**src/rtl/dilate_pkg.sv**
```systemverilog
package dilate_pkg;
  timeunit 1ns;
  timeprecision 1ps;

  localparam int MASK_BITS = 64;
  localparam int CTL_W     = 5;

  typedef logic [MASK_BITS-1:0] mask_t;

  typedef struct packed {
    logic             vld;
    logic [CTL_W-1:0] flags;
  } tag_t;

  // number of set bits among the low n bits
  function automatic int popcount_n(input mask_t m, input int n);
    int c;
    c = 0;
    for (int i = 0; i < MASK_BITS; i++)
      if (i < n && m[i]) c++;
    return c;
  endfunction

  // smallest l with 2**l >= x; 0 for x <= 1
  function automatic int ceil_log2(input int x);
    int l;
    int v;
    l = 0;
    v = 1;
    for (int i = 0; i < 32; i++)
      if (v < x) begin
        v = v * 2;
        l++;
      end
    return l;
  endfunction

  // node count of tree level l when level 0 holds c nodes
  function automatic int level_count(input int c, input int l);
    int v;
    v = c;
    for (int i = 0; i < l; i++) v = (v + 1) / 2;
    return v;
  endfunction

  // position of the k-th set bit among the low n bits
  function automatic int nth_set(input mask_t m, input int n, input int k);
    int seen;
    int pos;
    seen = 0;
    pos  = 0;
    for (int i = 0; i < MASK_BITS; i++)
      if (i < n && m[i]) begin
        if (seen == k) pos = i;
        seen++;
      end
    return pos;
  endfunction

  // mask bits of window row r, right aligned
  function automatic mask_t row_slice(input mask_t m, input int k, input int r);
    mask_t s;
    s = '0;
    for (int c = 0; c < MASK_BITS; c++)
      if (c < k && (r * k + c) < MASK_BITS) s[c] = m[r * k + c];
    return s;
  endfunction

  // bit r set when row r selects at least one pixel
  function automatic mask_t row_presence(input mask_t m, input int k);
    mask_t s;
    s = '0;
    for (int r = 0; r < MASK_BITS; r++)
      if (r < k) s[r] = (row_slice(m, k, r) != '0);
    return s;
  endfunction

  // deepest row tree
  function automatic int row_stage_max(input mask_t m, input int k);
    int d;
    int t;
    d = 0;
    for (int r = 0; r < MASK_BITS; r++)
      if (r < k) begin
        t = ceil_log2(popcount_n(row_slice(m, k, r), k));
        if (t > d) d = t;
      end
    return d;
  endfunction
endpackage

```
**src/rtl/dilate_delay.sv**
```systemverilog
module dilate_delay #(
  parameter int W = 1,
  parameter int D = 1
) (
  input  logic         clk,
  input  logic         rst,
  input  logic         en,
  input  logic [W-1:0] d,
  output logic [W-1:0] q
);
  timeunit 1ns;
  timeprecision 1ps;

  logic unused_dly;

  generate
    if (D == 0) begin : g_wire
      assign q          = d;
      assign unused_dly = clk ^ rst ^ en;
    end else begin : g_reg
      logic [W-1:0] sr [D];
      always_ff @(posedge clk) begin
        if (rst) begin
          for (int i = 0; i < D; i++) sr[i] <= '0;
        end else if (en) begin
          sr[0] <= d;
          for (int i = 1; i < D; i++) sr[i] <= sr[i-1];
        end
      end
      assign q          = sr[D-1];
      assign unused_dly = 1'b0;
    end
  endgenerate
endmodule

```
**src/rtl/masked_max_tree.sv**
```systemverilog
module masked_max_tree
  import dilate_pkg::*;
#(
  parameter int    W   = 8,
  parameter int    N   = 5,
  parameter mask_t SEL = '1
) (
  input  logic           clk,
  input  logic           rst,
  input  logic           en,
  input  logic [N*W-1:0] in_vec,
  output logic [W-1:0]   out_max
);
  timeunit 1ns;
  timeprecision 1ps;

  localparam int CNT   = popcount_n(SEL, N);
  localparam int CNT_S = (CNT < 1) ? 1 : CNT;
  localparam int LAT   = ceil_log2(CNT);

  // selected inputs packed side by side; excluded taps never reach a comparator
  logic [CNT_S*W-1:0] leaf;
  logic               unused_taps;
  assign unused_taps = ^{in_vec, en, rst};

  generate
    if (CNT == 0) begin : g_none
      assign leaf = '0;
    end else begin : g_pick
      for (genvar k = 0; k < CNT; k++) begin : g_tap
        assign leaf[k*W +: W] = in_vec[nth_set(SEL, N, k)*W +: W];
      end
    end

    // one register stage per level of pairwise maxima
    for (genvar l = 1; l <= LAT; l++) begin : g_lvl
      localparam int PC = level_count(CNT, l - 1);
      localparam int NC = level_count(CNT, l);

      logic [PC*W-1:0] prev;
      logic [NC*W-1:0] cur;

      if (l == 1) begin : g_from_leaf
        assign prev = leaf;
      end else begin : g_from_lvl
        assign prev = g_lvl[l-1].cur;
      end

      // an odd last node is compared with itself, i.e. passed on
      function automatic logic [W-1:0] pair_max(input logic [PC*W-1:0] v, input int j);
        int bi;
        logic [W-1:0] a;
        logic [W-1:0] b;
        bi = (2*j + 1 < PC) ? 2*j + 1 : 2*j;
        a  = v[2*j*W +: W];
        b  = v[bi*W +: W];
        return (a >= b) ? a : b;
      endfunction

      always_ff @(posedge clk) begin
        if (rst) cur <= '0;
        else if (en)
          for (int j = 0; j < NC; j++) cur[j*W +: W] <= pair_max(prev, j);
      end
    end

    if (LAT == 0) begin : g_out_leaf
      assign out_max = leaf[W-1:0];
    end else begin : g_out_lvl
      assign out_max = g_lvl[LAT].cur;
    end
  endgenerate
endmodule

```
**src/rtl/masked_dilate_core.sv**
```systemverilog
module masked_dilate_core
  import dilate_pkg::*;
#(
  parameter int    W       = 8,
  parameter int    K       = 5,
  parameter mask_t SE_MASK = 64'h0000_0000_0042_7C84
) (
  input  logic             clk,
  input  logic             rst,
  input  logic             in_valid,
  output logic             in_ready,
  input  logic [K*K*W-1:0] in_win,
  input  logic [4:0]       in_ctl,
  output logic             out_valid,
  input  logic             out_ready,
  output logic [W-1:0]     out_pix,
  output logic [4:0]       out_ctl
);
  timeunit 1ns;
  timeprecision 1ps;

  localparam mask_t ROWS    = row_presence(SE_MASK, K);
  localparam int    ROW_LAT = row_stage_max(SE_MASK, K);
  localparam int    FIN_LAT = ceil_log2(popcount_n(ROWS, K));
  localparam int    TOT_LAT = ROW_LAT + FIN_LAT;
  localparam int    TAG_W   = $bits(tag_t);

  logic           en;
  logic           take;
  logic [K*W-1:0] row_bus;
  tag_t           tag_in;
  tag_t           tag_out;
  logic           unused_win;

  assign unused_win = ^in_win;

  // whole pipeline moves together unless a finished result is refused
  assign en = out_ready | ~tag_out.vld;

  generate
    if (TOT_LAT == 0) begin : g_comb_hs
      assign in_ready = out_ready;
      assign take     = in_valid;
    end else begin : g_pipe_hs
      assign in_ready = en;
      assign take     = in_valid & en;
    end

    for (genvar r = 0; r < K; r++) begin : g_row
      localparam mask_t RM   = row_slice(SE_MASK, K, r);
      localparam int    RCNT = popcount_n(RM, K);
      localparam int    RLAT = ceil_log2(RCNT);

      if (RCNT > 0) begin : g_live
        logic [W-1:0] rmax;
        masked_max_tree #(.W(W), .N(K), .SEL(RM)) u_row_tree (
          .clk     (clk),
          .rst     (rst),
          .en      (en),
          .in_vec  (in_win[r*K*W +: K*W]),
          .out_max (rmax)
        );
        // shorter rows wait for the deepest one
        dilate_delay #(.W(W), .D(ROW_LAT - RLAT)) u_row_align (
          .clk (clk),
          .rst (rst),
          .en  (en),
          .d   (rmax),
          .q   (row_bus[r*W +: W])
        );
      end else begin : g_dead
        assign row_bus[r*W +: W] = '0;
      end
    end
  endgenerate

  masked_max_tree #(.W(W), .N(K), .SEL(ROWS)) u_final_tree (
    .clk     (clk),
    .rst     (rst),
    .en      (en),
    .in_vec  (row_bus),
    .out_max (out_pix)
  );

  assign tag_in.vld   = take;
  assign tag_in.flags = in_ctl;

  dilate_delay #(.W(TAG_W), .D(TOT_LAT)) u_tag_line (
    .clk (clk),
    .rst (rst),
    .en  (en),
    .d   (tag_in),
    .q   (tag_out)
  );

  assign out_valid = tag_out.vld;
  assign out_ctl   = tag_out.flags;
endmodule

```
**config.mk**
```make
export PLATFORM = sky130hd
export DESIGN_NAME = masked_dilate_core
export DESIGN_NICKNAME = d
export VERILOG_FILES = /design/src/rtl/dilate_pkg.sv /design/src/rtl/dilate_delay.sv /design/src/rtl/masked_max_tree.sv /design/src/rtl/masked_dilate_core.sv
export SDC_FILE = /design/constraint.sdc
export NUM_CORES = 1
export LEC_CHECK = 0
export BUFFER_PORTS_ARGS = -buffer_cell sky130_fd_sc_hd__buf_2
export CAP_MARGIN = 20
export CORE_UTILIZATION = 50
export CTS_BUF_LIST = sky130_fd_sc_hd__clkbuf_4 sky130_fd_sc_hd__clkbuf_8 sky130_fd_sc_hd__clkbuf_16
export DETAILED_ROUTE_END_ITERATION = 10
export PLACE_DENSITY = 0.7
export SLEW_MARGIN = 20
export SYNTH_ARGS = -nofsm -noshare
export SYNTH_HDL_FRONTEND = slang
export SYNTH_HIERARCHICAL = 1
export SYNTH_SLANG_ARGS = --single-unit
```
**constraint.sdc**
```tcl
create_clock -name clk -period 2.5 [get_ports clk]
set_input_delay 0.5 -clock clk [delete_from_list [all_inputs] [get_ports clk]]
set_output_delay 0.5 -clock clk [all_outputs]
set_load 0.01 [all_outputs]
```
; Word level (Yosys, flattened, before mapping)
; Memories as Yosys holds them, arrays and structs flattened. A register that Yosys moved wholly into a read port is not among the register bits.
; Cells that the tools add are included.
[totals]
word_cells = 71
ramBits = 132
memories = 5
ff_bits = 96
latchBits = 0
romBits = 0
[mem_list]
columns = memory, depth, width, rd, rd_clocked_by_memory_dff, wr, line_no
row1 = u_tag_line.g_reg.sr, 6, 6, 6, 0, 6, dilate_delay.sv:21  ; logic [W-1:0] sr [D];
row2 = g_row[0].g_live.u_row_align.g_reg.sr, 3, 8, 3, 0, 3, dilate_delay.sv:21
row3 = g_row[1].g_live.u_row_align.g_reg.sr, 3, 8, 3, 0, 3, dilate_delay.sv:21
row4 = g_row[3].g_live.u_row_align.g_reg.sr, 3, 8, 3, 0, 3, dilate_delay.sv:21
row5 = g_row[4].g_live.u_row_align.g_reg.sr, 3, 8, 3, 1, 3, dilate_delay.sv:21
[op_classes]
order_cmp = 8
addsub = 0
mux = 31
n_bitwise = 21
shifts = 0
div = 0
eq_ne = 0
n_reduce_logical = 0
multipliers = 0
[op_table]
columns = op, count
row1 = 8-bit 2-to-1 mux, 20
row2 = 8-bit greater-or-equal comparator, 8
row3 = 6-bit 2-to-1 mux, 6
row4 = 1-bit OR, 19
row5 = 1-bit 2-to-1 mux, 5
row6 = 1-bit AND, 1
row7 = 1-bit inverter, 1

; Longest topological paths before layout
; An unclocked memory read counts as a cell.
[logic_depth]
word_depth = 7
depth_mapped = 8
mapped_depth_nobuf = 7

; Hierarchy
; The synthesis kept the hierarchy.
[modules_own_cells]
columns = mod, area_per_inst_um2, cells_per_inst, seq_area_each_um2, instances
row1 = masked_max_tree at g_row[2].g_live.u_row_tree ..., 2861.5, 294, 960.9, 2
row2 = dilate_delay at g_row[0].g_live.u_row_align ..., 1047.3, 61, 720.7, 4
row3 = dilate_delay at u_tag_line, 1503.9, 85, 1081.0, 1
row4 = masked_max_tree at g_row[0].g_live.u_row_tree ..., 60.1, 8, 0.0, 4
row5 = dilate_delay at g_row[2].g_live.u_row_align, 60.1, 8, 0.0, 1
row6 = masked_dilate_core, 22.5, 2, 0.0, 1

; Least setup slack after synthesis
; No wires, ideal clock.
[synth_timing]
path_kind = input port to flip-flop
from = in in_win[92]
to = reg g_row[2].g_live.u_row_tree.g_lvl[1].cur[0]
arrival_time_ns = 1.779
path_stages = 7
required_time_ns = 2.414
setup_time_ns = 0.086
setup_slack_ns = 0.636
cell_sequence = inv_1 ha_1 and2_0 o21ai_0 o211ai_4 mux2i_1 a211oi_1
[synth_between]
elab_chain_len = 2
[synth_lines]
columns = item, line_no
row1 = "start, declared", masked_dilate_core.sv:12  ; input logic [K*K*W-1:0] in_win,
row2 = 8-bit greater-or-equal comparator, masked_max_tree.sv:57  ; return (a >= b) ? a : b;
row3 = 8-bit 2-to-1 mux, masked_max_tree.sv:57
row4 = "end signal, assigned", masked_max_tree.sv:61  ; if (rst) cur <= '0;
row5 = "end, declared", masked_max_tree.sv:41  ; logic [NC*W-1:0] cur;
; No other way between the ends.
; A chain may end at the register's enable or synchronous reset.

==> impl_metrics.json <==
{
  "placed_cells": 1253,
  "power_report.internal_total_mw": 6.88,
  "worstHoldStart": "in_win[112]",
  "hold-path-endpoint": "g_row[2].g_live.u_row_tree/g_lvl[1].cur[16]",
  "pin_count_of_the_biggest_net_entering_global_routing": 87,
  "ys_seq_elements": 228,
  "tritoncts": "built",
  "cellPowerDensity_nw_per_um2": 711,
  "grt_pass1_wl_mm": 29.5,
  "hold_path_depth": 3,
  "area_of_the_die_um2": 24100,
  "syn_area_per_cell_um2": 12.2,
  "core_area_um2": 22800,
  "drv.max_cap_violation_count": 0,
  "place_congestion": 0.776,
  "post-route-min-period_ns": 2.18,
  "setup_viol": 0,
  "ff2ff_path_depth": 7,
  "ys_flop_type": "edfxtp_1",
  "r2r-start": "u_final_tree/g_lvl[1].cur[14]",
  "grt_overflow_total": 0,
  "final.setup_skew_ns": 0.00888,
  "end_of_the_worst_register_to_register_path": "u_final_tree/g_lvl[2].cur[2]",
  "final.setup.tns_ns": 0,
  "grt_busiest_layer": "met2",
  "worstSetupStartpointType": "flip-flop",
  "drc_errors": 0,
  "worst_slew_pin_slew_ns": 0.999,
  "cp-end-kind": "output pin",
  "synth_area_um2": 11700,
  "worstPathCellList": "nand2b_4 > buf_4 > buf_2",
  "synthDominantCellAreaShare_pct": 33.8,
  "cp_data_required_time_ns": 2.00,
  "detail_route.first_pass.iterations": 4,
  "synthArstFlopShare_pct": 0,
  "p_leak_nw": 6.08,
  "critical_path_arrival_ns": 1.68,
  "post_cts.repair.setup_buffers": 0,
  "num_io_pins": 224,
  "share_seq_of_total_power_pct": 47.8,
  "postRouteWirelength_mm": 17.3,
  "via_per_inst": 5.02,
  "antenna_found_initial": 0,
  "die_y_um": 155,
  "netSwitchingPower_mw": 1.97,
  "detail_route.wl_per_cell_um": 13.3,
  "n_antenna_cell": 0,
  "postRouteAntennaNets": 0,
  "postSynthCellCount": 959,
  "port-buffer-count": 95,
  "critical_path.max_stage_delay_ns": 0.42,
  "synth_commonest_cells": "132 x edfxtp_1, 110 x and3b_1, 96 x dfxtp_1, 96 x mux2i_1, 96 x nor2_1",
  "floorplan_die_width_um": 155,
  "clock_network_latency_to_the_later_pin_of_the_worst_skew_pair_ns": 0.52,
  "grt_resource_usage_total_pct": 14.8,
  "critical_path.max_fanout": 45,
  "cts-buffers-inserted": 25,
  "netlist_top_cells_area": "edfxtp_1 34%, dfxtp_1 16%, and3b_1 8.2%",
  "htree_levels": 1,
  "timing_worst_setup_path_type": "reg -> out",
  "mappedNetlistNets": 1232,
  "setup_slack_of_the_worst_register_to_register_path_ns": 0.57,
  "rsz0062_at_grt": "no",
  "grt_use_met1_pct": 20.6,
  "fin_nets": 1240,
  "post-synth-top-count-cell": "edfxtp_1",
  "rows": 55,
  "flow.area_growth_from_synthesis_pct": 6.01,
  "netlist.top_cell.by_area": "edfxtp_1",
  "power.share.clock_pct": 40.9,
  "max_rail_drop_vdd_v": 0.000402,
  "worst_slew_margin_rel_pct": 33.4,
  "seq_area_frac_synth_pct": 50.1,
  "floorplan.initialDensity_pct": 51.4,
  "cts.repair.resized": 0,
  "fin_total_pwr_mw": 8.85,
  "holdBufCountCts": 0,
  "yosysWarnings": 6,
  "finalMaxSlewViolations": 0,
  "timing.critical_path.slowest_stage_cell": "edfxtp_1",
  "status": "finished, final reports clean",
  "max_freq_ghz": 0.458,
  "fin_cells": 1299,
  "clockRootBuffer": "clkbuf_16",
  "final.period_utilization_pct": 87.3,
  "route.vias.total": 6518,
  "p_sw_share_pct": 22.2,
  "hpwl_mm": 11.5,
  "pwr-share-comb_pct": 11.3,
  "grtUsageMet3_pct": 2.65,
  "synth.lib_cells_used.distinct": 30,
  "worst_setup_hold_path_clk_slew_ns": 0.06,
  "layout-drive-gt1-share_pct": 20.0,
  "final-hold-violation-count": 0,
  "detailedRoute.firstIterationViolations": 273,
  "grt_pass1_vias": 6195,
  "hold_path_class": "in -> reg",
  "cts_max_path_buffers": 3,
  "number_of_synthesized_flops_with_an_enable_pin": 132,
  "met2_usage_pct": 23.8,
  "tritoncts_num_sinks": 228
}
[cells in the final DEF (no fill, tap or decap), types with 22 or more instances in the layout]
cell type	count
and3b_1	110
a211oi_1	64
buf_2	94
mux2i_1	96
edfxtp_1	132
ha_1	64
and3b_2	22
dfxtp_1	96
clkbuf_16	25
inv_1	64
nor2_1	96
[metrics by stage]
stage	hold WS [ns]	instance area, µm²	util [%]	worst slack, ns
after floorplan	0.460	11700	-	0.636
after global placement	0.463	11600	50.8	0.364
after detailed placement	0.474	11600	50.8	0.339
after CTS	0.205	12400	54.5	0.269
after global routing	0.230	12400	54.5	0.182
final	0.227	12400	54.5	0.318
[worst max-delay path by stage]
stage / from / endpoint / slack [ns] / cells past startpoint
after floorplan: in_win[92] / g_row[2].g_live.u_row_tree/g_lvl[1].cur[0] / 0.64 / 7
after global placement: in_win[110] / g_row[2].g_live.u_row_tree/g_lvl[1].cur[14] / 0.36 / 8
after detailed placement: in_win[110] / g_row[2].g_live.u_row_tree/g_lvl[1].cur[14] / 0.34 / 8
after CTS: u_tag_line/g_reg.sr[0][35] / in_ready / 0.27 / 3
after global routing: u_tag_line/g_reg.sr[0][35] / in_ready / 0.18 / 3
final: u_tag_line/g_reg.sr[0][35] / in_ready / 0.32 / 3
[critical path: cells and delay by family (launching register included)]
| family | cells | cell delay (ns) |
|---|---|---|
| AND/OR/NAND/NOR | 1 | 0.19 |
| buffers and inverters | 2 | 0.54 |
| flip-flops | 1 | 0.42 |
[kinds of logic (layout without fill, tap and decap cells)]
kind of cell | count (synthesis) | in the layout | share of synthesized area, %
muxes | 96 | 96 | 8.19
buffers and inverters | 192 | 219 | 11.6
DFF | 228 | 228 | 50.1
AOI/OAI and AO/OA | 112 | 112 | 7.72
adders and majority gates | 64 | 64 | 6.82
and+or+nand+nor | 267 | 267 | 15.6
[layer usage]
layer	vias to the layer above	wire length, µm
li1	3398	-
met1	2997	8460
met2	88	7740
met3	35	629
met4	0	429
met5	-	0
[final cells by class]
type / instances / area [µm²]
Clock inverter: 9 / 97.6
Sequential cell: 228 / 5890
Inverter: 64 / 240
Clock buffer: 37 / 734
Tap cell: 313 / 392
Fill cell: 2016 / 10400
Timing Repair Buffer: 109 / 599
Multi-Input combinational cell: 539 / 4500
[state kept, by name, indices dropped and copies added, names as in the netlist]
name / cells
g_row.g_live.u_row_align/g_reg.sr: 96
g_row.g_live.u_row_tree/g_lvl.cur: 40
u_tag_line/g_reg.sr: 36
u_final_tree/out_max: 8
u_final_tree/g_lvl.cur: 40
g_row.g_live.u_row_tree/out_max: 8
[power groups by stage]
stage / registers [mW] / logic (mW) / clock network (mW)
finish: 4.23 / 0.998 / 3.62
global route: 4.25 / 1.11 / 3.90
CTS: 4.23 / 1.01 / 3.74
detailed placement: 4.31 / 1.01 / 0
global placement: 4.30 / 0.983 / 0
floorplan: 4.27 / 0.891 / 0
(Power assumes the default switching activity.)
